===== src/rtl/dwt_pkg.sv =====
package dwt_pkg;
    localparam int unsigned RATIO_W   = 11;
    localparam int unsigned PRE_LOG2  = 7;
    localparam int unsigned MIN_FIELD = 19;
    localparam int unsigned ALIGN_W   = 3;
    localparam int unsigned CNT_W     = RATIO_W + PRE_LOG2 + 1;
    localparam logic [7:0]  ADDR_LO   = 8'h9A;
    localparam logic [7:0]  ADDR_HI   = 8'h9B;
    localparam logic [RATIO_W-1:0] FIELD_RST = {RATIO_W{1'b1}};

    typedef enum logic {ST_IDLE, ST_RUN} run_state_t;

    typedef struct packed {
        logic [RATIO_W-9:0] hi;
        logic [7:0]         lo;
    } ratio_regs_t;

    function automatic logic [RATIO_W-1:0] clamp_field(input logic [RATIO_W-1:0] f);
        return (f < RATIO_W'(MIN_FIELD)) ? RATIO_W'(MIN_FIELD) : f;
    endfunction

    function automatic logic [CNT_W-1:0] period_len(input logic [RATIO_W-1:0] f);
        logic [CNT_W-1:0] r;
        r = CNT_W'(clamp_field(f)) + CNT_W'(1);
        return r << PRE_LOG2;
    endfunction

    function automatic logic field_aligned(input logic [RATIO_W-1:0] f);
        return &f[ALIGN_W-1:0];
    endfunction
endpackage


===== src/rtl/dwt_regs.sv =====
module dwt_regs
    import dwt_pkg::*;
(
    input  logic               clk,
    input  logic               rst,
    input  logic [7:0]         reg_addr,
    input  logic [7:0]         reg_wdata,
    input  logic               reg_we,
    input  logic               busy,
    output logic [7:0]         reg_rdata,
    output logic [RATIO_W-1:0] field,
    output logic               cfg_write
);
    localparam int unsigned HI_W = RATIO_W - 8;

    ratio_regs_t regs_q;
    logic        wr_ok;

    assign wr_ok     = reg_we && !busy;
    assign cfg_write = wr_ok && (reg_addr == ADDR_LO || reg_addr == ADDR_HI);
    assign field     = regs_q;

    always_ff @(posedge clk) begin
        if (rst) begin
            regs_q <= FIELD_RST;
        end else if (wr_ok) begin
            if (reg_addr == ADDR_LO) regs_q.lo <= reg_wdata;
            if (reg_addr == ADDR_HI) regs_q.hi <= reg_wdata[HI_W-1:0];
        end
    end

    always_comb begin
        reg_rdata = 8'h00;
        if (reg_addr == ADDR_LO) reg_rdata = regs_q.lo;
        else if (reg_addr == ADDR_HI) reg_rdata = {{(8-HI_W){1'b0}}, regs_q.hi};
    end
endmodule


===== src/rtl/dwt_ctrl.sv =====
module dwt_ctrl
    import dwt_pkg::*;
(
    input  logic clk,
    input  logic rst,
    input  logic start,
    input  logic stop,
    input  logic fast_mode,
    input  logic aligned,
    input  logic cfg_write,
    output logic load,
    output logic busy,
    output logic cfg_err
);
    run_state_t state_q;
    logic       req, refuse;

    assign req    = (state_q == ST_IDLE) && start && !stop;
    assign refuse = req && fast_mode && !aligned;
    assign load   = req && !refuse;
    assign busy   = (state_q == ST_RUN);

    always_ff @(posedge clk) begin
        if (rst) begin
            state_q <= ST_IDLE;
            cfg_err <= 1'b0;
        end else begin
            if (stop)      state_q <= ST_IDLE;
            else if (load) state_q <= ST_RUN;
            if (refuse)         cfg_err <= 1'b1;
            else if (cfg_write) cfg_err <= 1'b0;
        end
    end
endmodule


===== src/rtl/dwt_counter.sv =====
module dwt_counter
    import dwt_pkg::*;
(
    input  logic               clk,
    input  logic               rst,
    input  logic               load,
    input  logic               stop,
    input  logic               busy,
    input  logic [RATIO_W-1:0] field,
    output logic               word_strobe
);
    logic [CNT_W-1:0] cnt_q, reload;

    assign reload = period_len(field) - CNT_W'(1);

    always_ff @(posedge clk) begin
        if (rst || stop) begin
            cnt_q       <= '0;
            word_strobe <= 1'b0;
        end else if (load) begin
            cnt_q       <= reload;
            word_strobe <= 1'b0;
        end else if (busy && cnt_q == '0) begin
            cnt_q       <= reload;
            word_strobe <= 1'b1;
        end else begin
            if (busy) cnt_q <= cnt_q - CNT_W'(1);
            word_strobe <= 1'b0;
        end
    end
endmodule


===== src/rtl/dec_word_timer.sv =====
module dec_word_timer
    import dwt_pkg::*;
(
    input  logic       clk,
    input  logic       rst,
    input  logic [7:0] reg_addr,
    input  logic [7:0] reg_wdata,
    input  logic       reg_we,
    output logic [7:0] reg_rdata,
    input  logic       start,
    input  logic       stop,
    input  logic       fast_mode,
    output logic       word_strobe,
    output logic       busy,
    output logic       cfg_err
);
    logic [RATIO_W-1:0] field;
    logic               cfg_write, load;

    dwt_regs u_regs (
        .clk(clk), .rst(rst), .reg_addr(reg_addr), .reg_wdata(reg_wdata),
        .reg_we(reg_we), .busy(busy), .reg_rdata(reg_rdata),
        .field(field), .cfg_write(cfg_write)
    );

    dwt_ctrl u_ctrl (
        .clk(clk), .rst(rst), .start(start), .stop(stop), .fast_mode(fast_mode),
        .aligned(field_aligned(field)), .cfg_write(cfg_write),
        .load(load), .busy(busy), .cfg_err(cfg_err)
    );

    dwt_counter u_cnt (
        .clk(clk), .rst(rst), .load(load), .stop(stop), .busy(busy),
        .field(field), .word_strobe(word_strobe)
    );
endmodule


===== config.mk =====
export PLATFORM = sky130hd
export DESIGN_NAME = dec_word_timer
export DESIGN_NICKNAME = d
export VERILOG_FILES = /design/src/rtl/dwt_pkg.sv /design/src/rtl/dwt_regs.sv /design/src/rtl/dwt_ctrl.sv /design/src/rtl/dwt_counter.sv /design/src/rtl/dec_word_timer.sv
export SDC_FILE = /design/constraint.sdc
export NUM_CORES = 1
export LEC_CHECK = 0
export ABC_AREA = 1
export ABC_CLOCK_PERIOD_IN_PS = 2850
export BUFFER_PORTS_ARGS = -buffer_cell sky130_fd_sc_hd__buf_2
export CAP_MARGIN = 15
export CORE_MARGIN = 4
export CORE_UTILIZATION = 30
export CTS_CLUSTER_DIAMETER = 50
export DETAILED_ROUTE_END_ITERATION = 16
export PLACE_DENSITY_LB_ADDON = 0.1
export SLEW_MARGIN = 20
export SYNTH_ARGS = -nofsm -noshare
export SYNTH_HDL_FRONTEND = slang
export SYNTH_SLANG_ARGS = --single-unit

===== constraint.sdc =====
create_clock -name clk -period 2.85 [get_ports clk]
set_clock_uncertainty 0.2 [all_clocks]
set_input_delay 0.1425 -clock clk [delete_from_list [all_inputs] [get_ports clk]]
set_output_delay 0.1425 -clock clk [all_outputs]
set_load 0.01 [all_outputs]

Yosys cells after proc, flatten, opt, wreduce, memory -nomap -nowiden
Index checks and enable logic that the tools add are counted.
- $lt $le $gt $ge: 1
- bitwise gates (word level): 1
- $add $sub $neg: 3
- multiplexer cells: 9
- reduce and logical (&&, ||, !) cells: 22
- equal/unequal tests: 2
- operators with widths (cell ; number):
    $mux W19 ; 3
    $sub A19 B1 Y19 const B ; 2
    $logic_not A19 Y1 ; 1
    $eq A8 B8 Y1 const B ; 2
    $add A11 B1 Y12 const B ; 1
    $lt A11 B5 Y1 const B ; 1
    $mux W11 ; 1
    $logic_and A1 B1 Y1 ; 8
    $mux W8 ; 1
    $logic_not A1 Y1 ; 4
    $reduce_and A2 Y1 ; 2
    $reduce_or A2 Y1 ; 2
    $mux W1 ; 3
    $mux W3 ; 1
    $reduce_and A3 Y1 ; 1
    $reduce_bool A3 Y1 ; 1
    $logic_or A1 B1 Y1 ; 2
    $reduce_bool A2 Y1 ; 1
    $not A1 Y1 ; 1
- register bits after elaboration: 33
- input bits: 22
- word-level logic and storage cells: 44

Longest topological paths before layout
Gate-level depths: netlist of the first run.
- depth after elaboration: 8
- gate-level depth with buffers: 18
- depth with buffers taken out: 18

Cells and area by module
Synthesis of the first run repeated with hierarchy kept, for this count alone.
- cell total of the unflattened synthesis: 381
- area total of the unflattened synthesis: 2502.4 µm²
- by module, submodules not included (module ; sequential area each (µm²) ; instances ; area an instance (µm²) ; cells an instance):
    dwt_counter ; 400.4 ; 1 ; 1740.4 ; 274
    dwt_regs ; 220.2 ; 1 ; 621.8 ; 87
    dwt_ctrl ; 40.0 ; 1 ; 126.4 ; 17
    dec_word_timer ; 0.0 ; 1 ; 13.8 ; 3

Least setup slack after synthesis of the first run
No wires, ideal clock.
- path kind: register to register
- from: reg u_regs.regs_q (netlist bit u_regs.field[2])
- to: reg u_cnt.cnt_q[14]
- stages on the path, launching flop included: 17
- library setup time: 0.129 ns
- clock period less this slack: 2.258 ns
- setup slack: 0.592 ns
- buffers on the path: 0
- arrival time: 1.929 ns
- path through: dfxtp_1 -> nor2_1 -> nand2_1 -> nand2_2 -> nand2_4 -> nand2_1 -> ha_1 -> a21oi_1 -> nand2_1 -> nor2_2 -> nand3_2 -> nor2_4 -> nand2_1 -> nand2_1 -> nand2_1 -> a21oi_1 -> nor2_1
- cells in the longest elaborated chain, start to end: 6
- RTL lines (element ; line ; text):
    from (decl) ; dwt_regs.sv:16 ; ratio_regs_t regs_q;
    $lt A11 B5 Y1 or $reduce_and A3 Y1 (tied branches) ; dwt_pkg.sv:19, dwt_pkg.sv:29 ;
    $mux W11 or $logic_not A1 Y1 (tied branches) ; dwt_pkg.sv:19, dwt_ctrl.sv:19 ;
    $add A11 B1 Y12 or $logic_and A1 B1 Y1 (tied branches) ; dwt_pkg.sv:24, dwt_ctrl.sv:19 ;
    $sub A19 B1 Y19 or $logic_not A1 Y1 (tied branches) ; dwt_counter.sv:14, dwt_ctrl.sv:20 ;
    $mux W19 or $logic_and A1 B1 Y1 (tied branches) ; dwt_counter.sv:23, dwt_ctrl.sv:20 ;
    $mux W19 or $reduce_bool A3 Y1 (tied branches) ; n/a ;
    to (signal assigned) ; dwt_counter.sv:21 ; cnt_q <= reload;
    to (signal assigned) ; dwt_counter.sv:24 ; cnt_q <= reload;
    to (signal assigned) ; dwt_counter.sv:27 ; if (busy) cnt_q <= cnt_q - CNT_W'(1);
    to (decl) ; dwt_counter.sv:12 ; logic [CNT_W-1:0] cnt_q, reload;
Parallel ways exist; a longest one is shown, timed or not.
A chain may end at the register's enable or synchronous reset.

Worst setup path in the final report of the first run
Same ends and word-level chain as after synthesis.

==> impl_results.md, run 1 <==
- Final wirelength: 6.259 mm
- CP arrival: 2.53 ns
- Wire length per cell: 12.49 µm
- Reg-to-Reg Start: u_regs.field[2]$_SDFFE_PP1P_
- RD Place Congestion: 0.7814
- DPL Wire Length: 4.865 mm
- Initial antenna violation count: 0
- DRT iter0 DRCs: 117
- Hold/Removal Path Class: input pin to register
- Core Area: 7292 µm²
- WP data required: 2.81 ns
- Period utilization: 0.8999
- Die area: 9026 µm²
- Max Fclk: 0.3899 GHz
- Drt first pass iters: 6
- Area contributors post-synth: dfxtp_1, nand2_1, inv_1, o21ai_0, a21oi_1
- Unrepaired setup endpoints after global routing: no
- Worst-path clk slew: 0.08 ns
- Share of layout cells above drive strength 1: 0.1791
- Relative slew slack: 0.5793
- VDD IR-drop max: 207.0 µV
- Initial Util: 0.3114
- Clk root buf: clkbuf_8
- CP max FO: 9
- Slew @ Worst Pin: 0.6262 ns
- Netlist cell types: 40
- Largest net degree at the start of global routing: 18
- Final setup violation count: 0
- Power per cell area: 422.9 nW/µm²
- Grt total ovfl: 0
- Latest clock arrival within the worst-skew pair: 0.29 ns
- Syn_nets: 378
- Crit Path Category: register to register
- Post-synth top area cell: dfxtp_1
- Worst setup EP type: register
- Clock H-tree levels: 2
- First-pass GRT wire length: 10.74 mm
- Asr flop ratio synth: 0
- Mapped Cells: 353
- Number of synthesized flops with an enable pin: 0
- Area Overhead vs Synth: 22.87%
- Setup crit start kind: register
- Hold Violations, Final: 0
- Leakage: 1.473 nW
- Fillers: 830
- Count leader, synth: nand2_1
- Status: completed
- ANT cells: 0
- Die Height: 95.01 µm
- DR vias: 2407
- TritonCTS clock tree: done
- Total Power: 0.001180 W
- # IOs: 33
- Crit path from: u_regs.field[2]$_SDFFE_PP1P_
- Final nets: 426
- Dominant synthesized flop cell: dfxtp_1
- Max Cap Viol: 0
- DR vias/cell: 4.804
- CTS Buf Count: 5
- Total GRT Usage: 0.1510
- Vias in the first global route: 2231
- Fin crit period: 2.565 ns
- Synthesized area per cell: 6.433 µm²
- Register area share after synthesis: 0.2909
- Final ANT Viol Nets: 0
- Clk sinks: 33
- Yosys reg bits: 33
- Warnings, synthesis: 0
- Top-area cell type share of the netlist area: 0.2909
- Max Transition Viols Final: 0
- Syn Std Cell Area: 2271 µm²
- Synth cell count leaders: nand2_1, inv_1, dfxtp_1
- Setup TNS: 0 ns
- IO buf count: 32
- Die width: 95.01 µm
- Clock Tree Buf Depth: 2
- Hold path startpoint: stop
- DRC: 0
- Cell Rows: 31
## repair_timing
item | CTS | global route
setup endpoints to repair | 0 | 1
endpoints found under the hold margin | 12 | 0
buffers inserted | 0 | 0
resized for setup | 0 | 1
hold buffers | 11 | 0
## power breakdown
group	total, W	switching, W	internal [W]	leakage, nW
sequential	0.000488	0.0000133	0.000474	0.268
combinational	0.000233	0.000140	0.0000928	1.15
clock	0.000460	0.000198	0.000262	0.0543
## critical path, stage by stage, from the launching register on
cell and delay (ns):
dfxtp_1 0.46, nor2_1 0.08, nand2_1 0.08, nand2_2 0.06, nand2_4 0.12, nand2_1 0.11, ha_1 0.30, a21oi_1 0.14
nand2_1 0.10, nor2_2 0.13, nand3_2 0.13, nor2_4 0.14, nand2_1 0.08, nand2_1 0.08, nand2_1 0.05, a21oi_1 0.14
nor2_1 0.05
## worst paths after layout
path	to	slack [ns]	depth (start not counted)
setup / recovery	u_cnt.cnt_q[14]$_SDFFE_PP0P_	0.29	16
hold / removal	u_cnt.cnt_q[9]$_SDFFE_PP0P_	0.07	4
setup reg to reg	u_cnt.cnt_q[14]$_SDFFE_PP0P_	0.29	16
hold reg to reg	u_cnt.cnt_q[5]$_SDFFE_PP0P_	0.30	2
## logic make-up (layout without fill, tap and decap cells)
family                     Yosys count  after routing  share of synthesized area
AOI/OAI and AO/OA                   74             74                     0.1818
xor gates and xnor gates            11             11                    0.04243
adders and majority gates            3              3                    0.01653
buffers and inverters               61            110                     0.1036
DFF                                 33             33                     0.2909
and+or+nand+nor                    171            171                     0.3647
## area by class of cell
cell class | count | area, µm² | share of cell area
clock buffers | 5 | 68.82 | 0.02466
flip-flops and latches | 33 | 660.6 | 0.2368
clock inverters | 3 | 46.29 | 0.01659
well taps | 99 | 123.9 | 0.04439
repair buffers | 48 | 307.8 | 0.1103
multi-input cells | 259 | 1380 | 0.4946
inverters | 54 | 202.7 | 0.07265
## per-stage QoR
stage | instance area (µm²) | util | std cells | hold slack [ns] | setup slack [ns]
2_1_floorplan | 2271 | - | 353 | 0.04222 | 0.5919
3_3_place_gp | 2560 | 0.3511 | 482 | 0.1618 | 0.3321
3_5_place_dp | 2560 | 0.3511 | 482 | 0.1699 | 0.3161
4_1_cts | 2785 | 0.3819 | 501 | 0.06124 | 0.2949
5_1_grt | 2790 | 0.3826 | 501 | 0.08576 | 0.02268
6_report | 2790 | 0.3826 | 501 | 0.07086 | 0.2852
## state kept, by name, indices dropped and copies added (netlist names)
name and cells:
u_cnt.cnt_q 19, u_cnt.word_strobe 1, u_ctrl.cfg_err 1, u_regs.field 11, u_ctrl.busy 1
## routing by layer
metal  part of all wire  global-route usage
met1               0.49              0.2054
met2               0.45              0.2454
met3              0.048             0.03187
met4             0.0080             0.03245
met5                  0                   0
## cells in the final DEF, fill, tap and decap left out, drive strengths merged, types with 3 or more instances in the layout
| cell type | instances |
|---|---|
| a21oi | 25 |
| a31oi | 6 |
| buf | 37 |
| clkbuf | 5 |
| dfxtp | 33 |
| dlygate4sd3 | 11 |
| ha | 3 |
| inv | 54 |
| nand2 | 82 |
| nand3 | 24 |
| nand4 | 6 |
| nor2 | 39 |
| nor3 | 12 |
| nor4 | 3 |
| o211ai | 3 |
| o21ai | 30 |
| o22ai | 4 |
| xnor2 | 3 |
| xor2 | 8 |
No activity file was read; power rests on OpenSTA's default activity.
==> run 2: changes to the inputs <==
--- a/config.mk
+++ b/config.mk
@@ -6,7 +6,7 @@
 export NUM_CORES = 1
 export LEC_CHECK = 0
 export ABC_AREA = 1
-export ABC_CLOCK_PERIOD_IN_PS = 2850
+export ABC_CLOCK_PERIOD_IN_PS = 2150
 export BUFFER_PORTS_ARGS = -buffer_cell sky130_fd_sc_hd__buf_2
 export CAP_MARGIN = 15
 export CORE_MARGIN = 4
==> constraint.sdc (replaced) <==
create_clock -name clk -period 2.15 [get_ports clk]
set_clock_uncertainty 0.2 [all_clocks]
set_input_delay 0.1075 -clock clk [delete_from_list [all_inputs] [get_ports clk]]
set_output_delay 0.1075 -clock clk [all_outputs]
set_load 0.01 [all_outputs]
==> run 2 against run 1 <==
  * The flow now finishes with violations (negative setup slack)
  * Critical endpoint is now u_cnt.cnt_q[15]$_SDFFE_PP0P_
  * Combinational power increased by 77%
  * Non-clock buffer count increased by 56
  * Die area unchanged
  * Largest cell class unchanged
==> impl_results.md, run 2 (synthesized netlist as in run 1, its figures left out) <==
- DR vias: 2584
- Max Fclk: 0.4401 GHz
- Unrepaired setup endpoints after global routing: yes
- CP arrival: 2.25 ns
- Clock H-tree levels: 2
- CP delay by family, top: simple AND/OR/NAND/NOR gates
- Latest clock arrival within the worst-skew pair: 0.29 ns
- VDD IR-drop max: 308.8 µV
- Area Overhead vs Synth: 49.97%
- ANT cells: 0
- Slowest CP cell: dfxtp_2
- Status: finished with violations
- Worst setup EP type: register
- Fin crit period: 2.272 ns
- Vias in the first global route: 2459
- Largest net degree at the start of global routing: 14
- Worst-path clk slew: 0.07 ns
- CTS Buf Count: 5
- Crit path buf inv count: 0
- Most frequent cells in the layout: nand2_1, buf_4, inv_1
- Final nets: 482
- Initial antenna violation count: 0
- Total GRT Usage: 0.1598
- Cell Rows: 31
- Reg-to-Reg Start: u_regs.field[8]$_SDFFE_PP1P_
- Leakage: 1.774 nW
- Crit Path Category: register to register
- DR vias/cell: 4.639
- RD Place Congestion: 0.7865
- DRT iter0 DRCs: 103
- Crit path top cell by count: nand2_1
- Crit path from: u_regs.field[8]$_SDFFE_PP1P_
- Final wirelength: 6.775 mm
- Clk sinks: 33
- Setup crit start kind: register
- Drt first pass iters: 4
- Most common cell after layout, fill and taps aside: nand2_1
- Hold Violations, Final: 0
- IO buf count: 32
- Die width: 95.01 µm
- WP data required: 2.13 ns
- Worst hold slack: 0.06551 ns
- Die Height: 95.01 µm
- Clk root buf: clkbuf_8
- Worst-path cell chain: nor2_2 > nand2_2 > nor2_4 > nand2_4 > nand2_4 > ha_4 > nand4_1 > o21ai_2 > nand2_2 > nor2_4 > nand2_1 > nand2_1 > nand2_1 > a21oi_1 > nor2_1
- Total Power: 0.001652 W
- Initial Util: 0.3114
- TritonCTS clock tree: done
- DRC: 0
- CP max stage delay: 0.32 ns
- Grt total ovfl: 0
- Final setup violation count: 5
- Most flops, register: u_cnt.cnt_q
- Post-route cell area: 3406 µm²
- Die area: 9026 µm²
- CP max FO: 5
- DPL Wire Length: 5.410 mm
- Period utilization: 1.057
- First-pass GRT wire length: 11.28 mm
- Core Area: 7292 µm²
- Hold path startpoint: stop
- Clock Tree Buf Depth: 2
- Slew @ Worst Pin: 0.3597 ns
- Post-placement cell area: 2912 µm²
- Power per cell area: 484.9 nW/µm²
- # IOs: 33
- Worst slack, placed: -0.1569 ns
- Hold/Removal Path Class: input pin to register
- Max reg flops: 19
- Failing checks: negative setup slack
- Max Cap Viol: 0
- Share of layout cells above drive strength 1: 0.3493
- Relative slew slack: 0.7594
- Max Transition Viols Final: 0
- Final ANT Viol Nets: 0
- Wire length per cell: 12.16 µm
- Final setup margin: -0.1223 ns
run 2: per-stage QoR:
| stage | TNS (ns) | utilization | instances |
|---|---|---|---|
| finish | -0.4012 | 0.4671 | 557 |
| floorplan | -0.2145 | - | 353 |
| global route | -1.623 | 0.4671 | 557 |
| detailed placement | -0.6665 | 0.3993 | 524 |
| CTS | -0.2834 | 0.4475 | 554 |
| global placement | -0.5095 | 0.3993 | 524 |
run 2: layer usage:
| metal | up-vias | track usage | share of wire | routed length, µm |
|---|---|---|---|---|
| met5 | - | 0 | 0 | 0 |
| met4 | 0 | 0.03606 | 0.0044 | 30 |
| met3 | 2 | 0.02948 | 0.040 | 269 |
| met2 | 50 | 0.2672 | 0.48 | 3239 |
| met1 | 1160 | 0.2129 | 0.48 | 3235 |
| li1 | 1372 | - | - | - |
run 2: report_power, final:
group	leakage [nW]	internal, W	switching, W
Clock	0.0543	0.000347	0.000247
Combinational	1.45	0.000193	0.000219
Sequential	0.266	0.000629	0.0000168
run 2: layout make-up:
cell class,instances,area (µm²)
multi-input combinational,259,1544
sequential,33,670.6
clock inverter,3,46.29
fill,790,3886
tap,99,123.9
inverter,54,202.7
clock buffer,5,68.82
timing repair buffer,104,749.5
run 2: repair_timing:
action,CTS,global route
hold buffers,18,0
setup buffers,4,3
resized for setup,7,36
endpoints found under the setup margin,7,18
pin swaps,7,17
endpoints found under the hold margin,12,0
run 2: path summary, 6_finish.rpt:
check / endpoint / slack [ns] / cells after the start
worst min-delay path: u_cnt.cnt_q[9]$_SDFFE_PP0P_ / 0.07 / 4
worst min register to register: u_cnt.cnt_q[5]$_SDFFE_PP0P_ / 0.29 / 2
worst max-delay path: u_cnt.cnt_q[15]$_SDFFE_PP0P_ / -0.12 / 15
worst max register to register: u_cnt.cnt_q[15]$_SDFFE_PP0P_ / -0.12 / 15
run 2: worst min-delay path, cell delays in order:
cell and delay [ns]:
buf_2 0.10, nor2_1 0.05, buf_4 0.16, o21a_1 0.10
